===== config.mk =====
export PLATFORM = sky130hd
export DESIGN_NAME = uart_rx_status
export DESIGN_NICKNAME = d
export VERILOG_FILES = /design/src/rtl/uart_rx_pkg.sv /design/src/rtl/uart_rx_sync.sv /design/src/rtl/uart_rx_frame.sv /design/src/rtl/uart_rx_errstat.sv /design/src/rtl/uart_rx_status.sv
export SDC_FILE = /design/constraint.sdc
export NUM_CORES = 1
export LEC_CHECK = 0
export ABC_CLOCK_PERIOD_IN_PS = 3600
export BUFFER_PORTS_ARGS = -buffer_cell sky130_fd_sc_hd__buf_2
export CAP_MARGIN = 20
export CORE_MARGIN = 1.5
export CORE_UTILIZATION = 42
export CTS_BUF_LIST = sky130_fd_sc_hd__clkbuf_8
export CTS_CLUSTER_DIAMETER = 40
export DETAILED_ROUTE_END_ITERATION = 8
export REMOVE_ABC_BUFFERS = 1
export SLEW_MARGIN = 0
export SYNTH_ARGS = -nofsm -noshare
export SYNTH_HDL_FRONTEND = slang
export SYNTH_SLANG_ARGS = --single-unit

===== constraint.sdc =====
create_clock -name clk -period 3.6 [get_ports clk]
set_input_delay 0.72 -clock clk [delete_from_list [all_inputs] [get_ports clk]]
set_output_delay 0.72 -clock clk [all_outputs]
set_load 0.01 [all_outputs]

===== src/rtl/uart_rx_pkg.sv =====
package uart_rx_pkg;

  localparam int DATA_W  = 8;
  localparam int ENTRY_W = 12;
  localparam int FE_POS  = 8;
  localparam int PE_POS  = 9;
  localparam int BE_POS  = 10;
  localparam int OV_POS  = 11;

  typedef enum logic [2:0] {
    ST_IDLE,
    ST_START,
    ST_DATA,
    ST_PAR,
    ST_STOP,
    ST_WAITHI
  } rx_state_e;

  typedef struct packed {
    logic [1:0] len;
    logic       par_on;
    logic       par_even;
    logic       par_fix;
  } line_cfg_t;

  // number of data bits for a length code
  function automatic logic [3:0] bits_for_len(input logic [1:0] len);
    return {2'b00, len} + 4'd5;
  endfunction

  // bits enter at the top of the shifter; move them down to bit 0
  function automatic logic [DATA_W-1:0] align_data(input logic [DATA_W-1:0] sh,
                                                   input logic [1:0] len);
    logic [3:0] gap;
    gap = 4'd8 - bits_for_len(len);
    return sh >> gap;
  endfunction

  // parity bit a correct transmitter sends for this data
  function automatic logic want_parity(input logic [DATA_W-1:0] d,
                                       input logic even,
                                       input logic fixed);
    logic ones_odd;
    ones_odd = ^d;
    if (fixed) return ~even;
    return even ? ones_odd : ~ones_odd;
  endfunction

  function automatic logic [ENTRY_W-1:0] pack_entry(input logic ov,
                                                    input logic be,
                                                    input logic pe,
                                                    input logic fe,
                                                    input logic [DATA_W-1:0] d);
    return {ov, be, pe, fe, d};
  endfunction

endpackage


===== src/rtl/uart_rx_sync.sv =====
module uart_rx_sync #(
  parameter int STAGES = 2
) (
  input  logic clk,
  input  logic rst_n,
  input  logic d,
  output logic q
);
  logic [STAGES-1:0] chain;

  generate
    if (STAGES == 1) begin : g_one
      always_ff @(posedge clk or negedge rst_n) begin
        if (!rst_n) chain <= 1'b1;
        else        chain <= d;
      end
    end else begin : g_many
      always_ff @(posedge clk or negedge rst_n) begin
        if (!rst_n) chain <= '1;
        else        chain <= {chain[STAGES-2:0], d};
      end
    end
  endgenerate

  assign q = chain[STAGES-1];
endmodule


===== src/rtl/uart_rx_frame.sv =====
module uart_rx_frame
  import uart_rx_pkg::*;
#(
  parameter int OVERSAMPLE = 16
) (
  input  logic              clk,
  input  logic              rst_n,
  input  logic              tick,
  input  logic              line,
  input  logic              rx_on,
  input  line_cfg_t         cfg,
  output logic              chr_done,
  output logic [DATA_W-1:0] chr_data,
  output logic              chr_fe,
  output logic              chr_pe,
  output logic              chr_be
);
  localparam int CW = $clog2(OVERSAMPLE);
  localparam logic [CW-1:0] BIT_LAST   = CW'(OVERSAMPLE - 1);
  localparam logic [CW-1:0] START_LAST = CW'(OVERSAMPLE / 2 - 1);

  rx_state_e         state;
  logic [CW-1:0]     cnt;
  logic [3:0]        bidx;
  logic [DATA_W-1:0] sh;
  logic              any_hi;
  logic              par_bad;
  line_cfg_t         cfg_q;

  logic [3:0]        nbits;
  logic [DATA_W-1:0] cur_data;
  logic              mid_bit;
  logic              start_hit;
  logic              start_ok;
  logic              stop_hit;
  logic              brk_now;

  assign nbits     = bits_for_len(cfg_q.len);
  assign cur_data  = align_data(sh, cfg_q.len);
  assign mid_bit   = tick && (cnt == BIT_LAST);
  assign start_hit = tick && (state == ST_START) && (cnt == START_LAST);
  assign start_ok  = start_hit && !line;
  assign stop_hit  = mid_bit && (state == ST_STOP);
  assign brk_now   = !any_hi && !line;

  always_ff @(posedge clk or negedge rst_n) begin
    if (!rst_n) begin
      state    <= ST_IDLE;
      cnt      <= '0;
      bidx     <= '0;
      sh       <= '0;
      any_hi   <= 1'b0;
      par_bad  <= 1'b0;
      cfg_q    <= '0;
      chr_done <= 1'b0;
      chr_data <= '0;
      chr_fe   <= 1'b0;
      chr_pe   <= 1'b0;
      chr_be   <= 1'b0;
    end else begin
      chr_done <= 1'b0;
      if (tick) begin
        unique case (state)
          ST_IDLE: begin
            if (rx_on && !line) begin
              state <= ST_START;
              cnt   <= CW'(1);
              cfg_q <= cfg;
            end
          end
          ST_START: begin
            if (start_hit) begin
              if (start_ok) begin
                state   <= ST_DATA;
                cnt     <= '0;
                bidx    <= '0;
                sh      <= '0;
                any_hi  <= 1'b0;
                par_bad <= 1'b0;
              end else begin
                state <= ST_IDLE;
              end
            end else begin
              cnt <= cnt + CW'(1);
            end
          end
          ST_DATA: begin
            if (mid_bit) begin
              sh     <= {line, sh[DATA_W-1:1]};
              any_hi <= any_hi | line;
              cnt    <= '0;
              if (bidx == nbits - 4'd1) state <= cfg_q.par_on ? ST_PAR : ST_STOP;
              else                      bidx  <= bidx + 4'd1;
            end else begin
              cnt <= cnt + CW'(1);
            end
          end
          ST_PAR: begin
            if (mid_bit) begin
              par_bad <= (line != want_parity(cur_data, cfg_q.par_even, cfg_q.par_fix));
              any_hi  <= any_hi | line;
              cnt     <= '0;
              state   <= ST_STOP;
            end else begin
              cnt <= cnt + CW'(1);
            end
          end
          ST_STOP: begin
            if (stop_hit) begin
              chr_done <= 1'b1;
              chr_fe   <= !line;
              chr_be   <= brk_now;
              chr_pe   <= brk_now ? 1'b0 : par_bad;
              chr_data <= brk_now ? '0 : cur_data;
              cnt      <= '0;
              state    <= line ? ST_IDLE : ST_WAITHI;
            end else begin
              cnt <= cnt + CW'(1);
            end
          end
          ST_WAITHI: begin
            if (line) state <= ST_IDLE;
          end
          default: state <= ST_IDLE;
        endcase
      end
    end
  end


  idle_gate_chk: assert property (@(posedge clk) disable iff (!rst_n)
    (state == ST_IDLE && !rx_on) |=> (state == ST_IDLE));


  brk_shape_chk: assert property (@(posedge clk) disable iff (!rst_n)
    (chr_done && chr_be) |-> (chr_fe && !chr_pe && chr_data == '0));


  done_pulse_chk: assert property (@(posedge clk) disable iff (!rst_n)
    chr_done |=> !chr_done);


  stop_to_idle_chk: assert property (@(posedge clk) disable iff (!rst_n)
    (stop_hit && line) |=> (state == ST_IDLE && !chr_fe));
endmodule


===== src/rtl/uart_rx_errstat.sv =====
module uart_rx_errstat (
  input  logic       clk,
  input  logic       rst_n,
  input  logic       rd_pulse,
  input  logic [2:0] rd_err,
  input  logic       clr_pulse,
  input  logic       ovr_event,
  output logic [3:0] stat
);
  always_ff @(posedge clk or negedge rst_n) begin
    if (!rst_n) begin
      stat <= '0;
    end else if (clr_pulse) begin
      stat <= '0;
    end else begin
      if (rd_pulse)  stat[2:0] <= rd_err;
      if (ovr_event) stat[3]   <= 1'b1;
    end
  end


  clr_wins_chk: assert property (@(posedge clk) disable iff (!rst_n)
    clr_pulse |=> (stat == 4'd0));


  err_hold_chk: assert property (@(posedge clk) disable iff (!rst_n)
    (!rd_pulse && !clr_pulse) |=> $stable(stat[2:0]));


  ovr_sticky_chk: assert property (@(posedge clk) disable iff (!rst_n)
    (stat[3] && !clr_pulse) |=> stat[3]);
endmodule


===== src/rtl/uart_rx_status.sv =====
module uart_rx_status
  import uart_rx_pkg::*;
#(
  parameter int OVERSAMPLE  = 16,
  parameter int SYNC_STAGES = 2
) (
  input  logic         clk,
  input  logic         rst_n,
  input  logic         tick16,
  input  logic         rxd,
  input  logic [1:0]   len_sel,
  input  logic         par_on,
  input  logic         par_even,
  input  logic         par_fix,
  input  logic         rx_on,
  input  logic         flow_on,
  input  logic         buf_full,
  input  logic         rd_pulse,
  input  logic [2:0]   rd_err,
  input  logic         clr_pulse,
  output logic         wr_valid,
  output logic [11:0]  wr_entry,
  output logic [3:0]   status,
  output logic         rts_n
);
  logic              line_s;
  line_cfg_t         cfg;
  logic              chr_done;
  logic [DATA_W-1:0] chr_data;
  logic              chr_fe;
  logic              chr_pe;
  logic              chr_be;
  logic              ovr_pend;
  logic              ovr_event;
  logic              store_now;

  assign cfg = '{len: len_sel, par_on: par_on, par_even: par_even, par_fix: par_fix};

  uart_rx_sync #(.STAGES(SYNC_STAGES)) u_sync (
    .clk   (clk),
    .rst_n (rst_n),
    .d     (rxd),
    .q     (line_s)
  );

  uart_rx_frame #(.OVERSAMPLE(OVERSAMPLE)) u_frame (
    .clk      (clk),
    .rst_n    (rst_n),
    .tick     (tick16),
    .line     (line_s),
    .rx_on    (rx_on),
    .cfg      (cfg),
    .chr_done (chr_done),
    .chr_data (chr_data),
    .chr_fe   (chr_fe),
    .chr_pe   (chr_pe),
    .chr_be   (chr_be)
  );

  assign ovr_event = chr_done && buf_full;
  assign store_now = chr_done && !buf_full;

  always_ff @(posedge clk or negedge rst_n) begin
    if (!rst_n) begin
      wr_valid <= 1'b0;
      wr_entry <= '0;
      ovr_pend <= 1'b0;
      rts_n    <= 1'b0;
    end else begin
      wr_valid <= store_now;
      rts_n    <= flow_on && buf_full;
      if (store_now) begin
        wr_entry <= pack_entry(ovr_pend, chr_be, chr_pe, chr_fe, chr_data);
        ovr_pend <= 1'b0;
      end else if (ovr_event) begin
        ovr_pend <= 1'b1;
      end
    end
  end

  uart_rx_errstat u_stat (
    .clk       (clk),
    .rst_n     (rst_n),
    .rd_pulse  (rd_pulse),
    .rd_err    (rd_err),
    .clr_pulse (clr_pulse),
    .ovr_event (ovr_event),
    .stat      (status)
  );


  ovr_flag_chk: assert property (@(posedge clk) disable iff (!rst_n)
    (ovr_event && !clr_pulse) |=> (status[3] && !wr_valid));


  ovr_tag_chk: assert property (@(posedge clk) disable iff (!rst_n)
    (wr_valid && wr_entry[OV_POS]) |=> !ovr_pend);


  rts_chk: assert property (@(posedge clk) disable iff (!rst_n)
    (flow_on && buf_full) |=> rts_n);


  rts_room_chk: assert property (@(posedge clk) disable iff (!rst_n)
    !buf_full |=> !rts_n);
endmodule


Word-level counts from Yosys, hierarchy flattened:

Index checks and enable logic that the tools add are counted.
Widths: inputs -> output; s select.

* register bits after elaboration: 59
* input port bits: 17
* output and inout bits: 18
* word-level logic and storage cells: 132

* add/sub/neg operators: 5
* equal/unequal tests: 20
* shift-type cells: 1
* muxes and demuxes: 50
* bitwise operators: 3
* reductions and logical operators: 31

Operators by type and width (count)
* $mux 4: 9
* $mux 8: 4
* $mux 3: 10
* $mux 1: 20
* $pmux 3 s6: 1
* $ne 2x1->1 const B: 8
* $pmux 4 s4: 1
* $pmux 8 s2: 1
* $reduce_and 5->1: 3
* $reduce_bool 2->1: 6
* $logic_and 1x1->1: 10
* $add 4x1->4 const B: 2
* $pmux 4 s2: 1
* $reduce_and 8->1: 1
* $reduce_xor 8->1: 1
* $shr 8x4->8: 1
* $eq 3x2->1 const B: 2
* $eq 3x3->1 const B: 2
* $reduce_and 3->1: 2
* $reduce_and 6->1: 1
* $add 2x3->4 const B: 1
* $eq 4x3->1 const B: 1
* $eq 4x4->1: 1
* $eq 4x4->1 const B: 1
* other kinds (15): 20

Logic depth before layout (Yosys ltp):

* depth in word-level cells: 13
* gate-level depth with buffers: 9

Hierarchy:

From an unflattened synthesis, not the netlist that was laid out.

* cell total of the unflattened synthesis: 258
* area total of the unflattened synthesis: 2977.9 um^2

Modules (own cells, without submodules)
* uart_rx_frame: times used 1, cells an instance 212, area each 2173.3 um^2, seq. area each 950.9 um^2
* uart_rx_status: times used 1, cells an instance 32, area each 603.1 um^2, seq. area each 375.4 um^2
* uart_rx_errstat: times used 1, cells an instance 12, area each 148.9 um^2, seq. area each 100.1 um^2
* uart_rx_sync: times used 1, cells an instance 2, area each 52.6 um^2, seq. area each 52.6 um^2

Worst setup path before layout:

No wires, ideal clock.

* path type: register -> register
* from: register u_frame.cfg_q[3] (netlist bit)
* to: register u_frame.par_bad
* library setup time: 134 ps
* data arrival time: 2563 ps
* data required time: 3466 ps
* slack: 902 ps
* stages on the path, launching flop included: 9
* path buffers: 1
* path through: dfrtp_1 ha_1 buf_6 mux4_1 xnor3_1 xnor2_1 and4bb_1 a2111oi_1 nand2_1

* word-level cells in the longest chain between the ends: 13

Ends and longest elaborated chain
* start: declaration: line uart_rx_frame.sv:28 `line_cfg_t cfg_q;`
* start signal: assignment: line uart_rx_frame.sv:68 `cfg_q <= cfg;`
* $add 2x3->4 *: line uart_rx_pkg.sv:28 `return {2'b00, len} + 4'd5;`
* $sub 4x4->4 *: line uart_rx_pkg.sv:35 `gap = 4'd8 - bits_for_len(len);`
* $shr 8x4->8 *: line uart_rx_pkg.sv:36 `return sh >> gap;`
* $reduce_xor 8->1 *: line uart_rx_pkg.sv:44 `ones_odd = ^d;`
* $not 1->1: line uart_rx_pkg.sv:46 `return even ? ones_odd : ~ones_odd;`
* $mux 1 * (2 in series): line uart_rx_pkg.sv:46
* $mux 1 *: line uart_rx_frame.sv:99 `if (mid_bit) begin`
* $mux 1 *: line uart_rx_frame.sv:63 `unique case (state)`
* $mux 1 *: line uart_rx_frame.sv:62 `if (tick) begin`
* $ne 1x1->1 *: line uart_rx_frame.sv:100 `par_bad <= (line != want_parity(cur_data, cfg_q.par_even, cfg_q.par_fix));`
* $mux 1 *: line uart_rx_frame.sv:99
* $pmux 1 s2 *: line uart_rx_frame.sv:63
* end signal: assignment: line uart_rx_frame.sv:100
* end: declaration: line uart_rx_frame.sv:27 `logic par_bad;`

Every way passes the cells marked *; elsewhere a longest branch is shown, timed or not. The select of a mux whose other input is x is not followed.
A chain may end at the register's enable or synchronous reset.

Worst setup path in the final report:

* from: register u_frame.cfg_q[4] (netlist bit)
* to: register u_frame.par_bad

Same word-level chain as after synthesis.

==> metrics.csv <==
stage,metric,value,unit
finish,final instance area,3430,sq um
synth,Unique masters post-synth,53,
placement,Final Wtd Congestion,0.775,
grt,initial antenna violation count,0,
synth,"Primary FF master, synth",dfrtp_1,
clock_tree,CTS Root Cell,clkbuf_8,
floorplan,Core Area,6830,sq um
worst_setup_path,crit-path cells,"ha_1, mux4_1, xnor3_1, xnor2_1, and4bb_1, a2111oi_1, nand2_1",
grt,grt ovf,0,
timing,Max Clock Freq,356,MHz
timing,Setup Viol. Count Final,0,
finish,Final Net Count,334,
routing,routed wire length per instance,13.0,microns
worst_setup_path,"Req. time, crit path",3.82,ns
grt,Total GRT Usage,15.8,%
placement,Port Buffer Count,34,
clock_tree,Post-CTS Setup Inserts,0,
clock_tree,clock buffer depth,2,
placement,pre-CTS setup slack,0.776,ns
power_and_ir_drop,switching share of power,29.1,%
synth,number of synthesis warnings,0,
finish,ratio of cells with drive above 1 in the final layout,26.4,%
placement,DP HPWL,3750,microns
floorplan,total die area,7600,sq um
floorplan,die width,87.2,microns
clock_tree,"CTS clk-pin slew, worst paths",0.07,ns
placement,placed cell area,3210,sq um
routing,vias per cell,5.15,
synth,synthesized cell area,2980,sq um
routing,drt total wl,5370,microns
power_and_ir_drop,PD cells,525,nW/um^2
worst_setup_path,"Slowest-stage cell, CP",mux4_1,
worst_setup_path,Critical path buffers and inverters,0,
timing,setup ws final,0.791,ns
worst_setup_path,CP max stage delay,0.62,ns
clock_tree,clock sinks,59,
power_and_ir_drop,switching power,0.524,mW
grt,pin count of the biggest net entering global routing,48,
floorplan,Die H,87.2,microns
finish,fillers,634,
timing,measured slew at the worst slew-check pin,1.03,ns
clock_tree,H-tree depth,3,
timing,setup TNS,0,ns
worst_setup_path,kind of critical path,reg -> reg,
power_and_ir_drop,Clk network pwr share,34.1,%
synth,asr flop ratio synth,100,%
routing,antenna-violating nets left,0,
synth,Yosys reg bits,59,
synth,number of flops mapped to enable cells by yosys,0,
routing,Pre-antenna DRT Iters,4,
worst_setup_path,Worst Path Max Fanout,4,
hold_path,worst min-delay path category,in -> async,
clock_tree,Inserted Clock Buffers,9,
floorplan,Ports,35,
power_and_ir_drop,Int Power,1.28,mW
worst_setup_path,"Arr. time, crit path",3.02,ns
finish,Synth-to-Final Area Change,15.4,%
worst_setup_path,top cell family by delay on the critical path,XOR/XNOR gates,
synth,sequential share of the synthesized area,49.7,%
worst_setup_path,Crit. End Element,flip-flop,
routing,drt initial violations,58,
clock_tree,worst-skew pair later-pin latency,0.34,ns
grt,vias in the first global route,1919,
status,outcome,finished clean,
timing,Final Slew Violations,0,
floorplan,Initial Util,43.6,%
worst_setup_path,CP Launch Type,flip-flop,
timing,Final Skew,0.00766,ns
timing,"Hold Vio Cnt, Final",0,
floorplan,FP Rows,30,
timing,fin crit share,78.0,%
routing,via count,2133,
clock_tree,Resize count post-CTS,0,
synth,Syn Inst Count,279,
power_and_ir_drop,Seq pwr share,44.3,%
power_and_ir_drop,Logic pwr share,21.7,%
timing,Period minus WS final,2.81,ns
finish,n_diodes,0,
clock_tree,CTS hold repair buffers,0,
run,Max-cap violations,0,
timing,RSZ-0062 raised after global routing,no,
power_and_ir_drop,Peak VDD IR,0.223,mV
clock_tree,TritonCTS clock tree,built,
power_and_ir_drop,Leak,1.62,nW
routing,DRC Markers,0,
synth,"Avg Cell Area, Syn",10.7,sq um
timing,Slew headroom,31.5,%
grt,first-pass GRT wire length,9180,microns
## flip-flops by register name, indices dropped and copies added, names as in the netlist, 2 cells and up
signal            cells
u_frame.cfg_q         5
u_frame.chr_data      8
u_frame.cnt           4
u_stat.stat           4
wr_entry             12
u_frame.bidx          4
u_frame.sh            8
u_sync.chain          2
u_frame.state         3
## worst reg2reg max path: stages (launching register included)
cell and delay, ns:
dfrtp_1 0.40, ha_1 0.35, mux4_1 0.62, xnor3_1 0.37, xnor2_1 0.30, and4bb_1 0.23, a2111oi_1 0.35, nand2_1 0.08
## per-stage QoR
step / util (%) / power, mW / std cells / hold WS (ns)
3_3_place_gp: 46.9 / 1.20 / 397 / 0.350
4_1_cts: 50.0 / 1.83 / 413 / 0.358
3_5_place_dp: 46.9 / 1.20 / 397 / 0.354
6_report: 50.3 / 1.80 / 414 / 0.321
2_1_floorplan: - / 1.08 / 262 / 0.345
5_1_grt: 50.3 / 1.92 / 414 / 0.348
## placed cells by master (no fill, tap or decap), types with 4 or more instances in the layout
| cell type | synthesis | layout |
|---|---|---|
| a21oi_1 | 8 | 8 |
| buf_2 | 1 | 34 |
| buf_4 | 2 | 5 |
| clkbuf_8 | 1 | 12 |
| dfrtp_1 | 57 | 57 |
| ha_1 | 4 | 4 |
| inv_1 | 7 | 9 |
| mux2_2 | 19 | 19 |
| mux2i_1 | 5 | 5 |
| nand2_1 | 43 | 43 |
| nand2b_1 | 5 | 5 |
| nand3_1 | 6 | 6 |
| nor2_1 | 13 | 13 |
| nor2b_1 | 4 | 4 |
| nor3_1 | 5 | 5 |
| o21ai_0 | 29 | 29 |
| o31ai_1 | 4 | 4 |
| xnor2_1 | 5 | 5 |
## logic make-up after synthesis
kind of cell    Yosys count  share of synthesized area, %
fa+ha+maj                 4                          1.68
mux                      29                          12.9
simple gates             92                          15.0
buf+inv                  24                          4.16
flops                    59                          49.7
xor+xnor                  9                          3.74
compound gates           62                          12.8
## power groups by stage
stage	combinational (mW)	clock, mW	sequential (mW)
2_1_floorplan	0.271	0	0.807
3_3_place_gp	0.388	0	0.808
3_5_place_dp	0.392	0	0.809
4_1_cts	0.395	0.640	0.797
5_1_grt	0.449	0.663	0.810
6_report	0.391	0.614	0.797
## synth_stat cells (2+ instances only)
| master | count | area [sq um] |
|---|---|---|
| a211oi_1 | 3 | 22.5 |
| a21oi_1 | 8 | 40.0 |
| a31oi_1 | 2 | 12.5 |
| and3_1 | 2 | 12.5 |
| and4_1 | 2 | 17.5 |
| buf_4 | 2 | 15.0 |
| buf_6 | 2 | 22.5 |
| clkbuf_1 | 10 | 37.5 |
| dfrtp_1 | 57 | 1430 |
| dfstp_2 | 2 | 52.6 |
| ha_1 | 4 | 50.1 |
| inv_1 | 7 | 26.3 |
| mux2_2 | 19 | 214 |
| mux2i_1 | 5 | 50.1 |
| mux4_1 | 2 | 52.6 |
| mux4_2 | 3 | 67.6 |
| nand2_1 | 43 | 161 |
| nand2b_1 | 5 | 31.3 |
| nand3_1 | 6 | 30.0 |
| nand3b_1 | 3 | 22.5 |
| nor2_1 | 13 | 48.8 |
| nor2b_1 | 4 | 25.0 |
| nor3_1 | 5 | 25.0 |
| o211ai_1 | 3 | 22.5 |
| o21a_1 | 2 | 15.0 |
| o21ai_0 | 29 | 145 |
| o31ai_1 | 4 | 30.0 |
| or2_2 | 2 | 12.5 |
| xnor2_1 | 5 | 43.8 |
| xor2_1 | 2 | 17.5 |
## layout make-up
type                            count  area (sq um)  share of cell area (%)
Inverter                            7          26.3                   0.765
Sequential cell                    59          1480                    43.1
Multi-Input combinational cell    196          1370                    40.0
Tap cell                           96           120                    3.50
Clock inverter                      4          42.5                    1.24
Clock buffer                       12           165                    4.81
Timing Repair Buffer               40           228                    6.63
## final timing paths
path / cells past startpoint / slack (ns) / start / endpoint
worst max-delay path: 7 / 0.79 / u_frame.cfg_q[4] / u_frame.par_bad
worst min register to register: 0 / 0.36 / u_sync.chain[0] / u_sync.chain[1]
min in group clk: 0 / 0.36 / u_sync.chain[0] / u_sync.chain[1]
worst max register to register: 7 / 0.79 / u_frame.cfg_q[4] / u_frame.par_bad
max in group asynchronous: 3 / 2.53 / rst_n / u_frame.sh[3]
worst min-delay path: 1 / 0.32 / rst_n / wr_valid
## per-layer routing
layer  vias up  track usage [%]  share of wire, %
met5         -                0                 0
met4         0             7.94               1.9
met3         9             4.27               4.9
met2        50             23.3                44
met1      1016             21.5                49
li1       1058                -                 -
No activity file was read; power rests on OpenSTA's default activity.
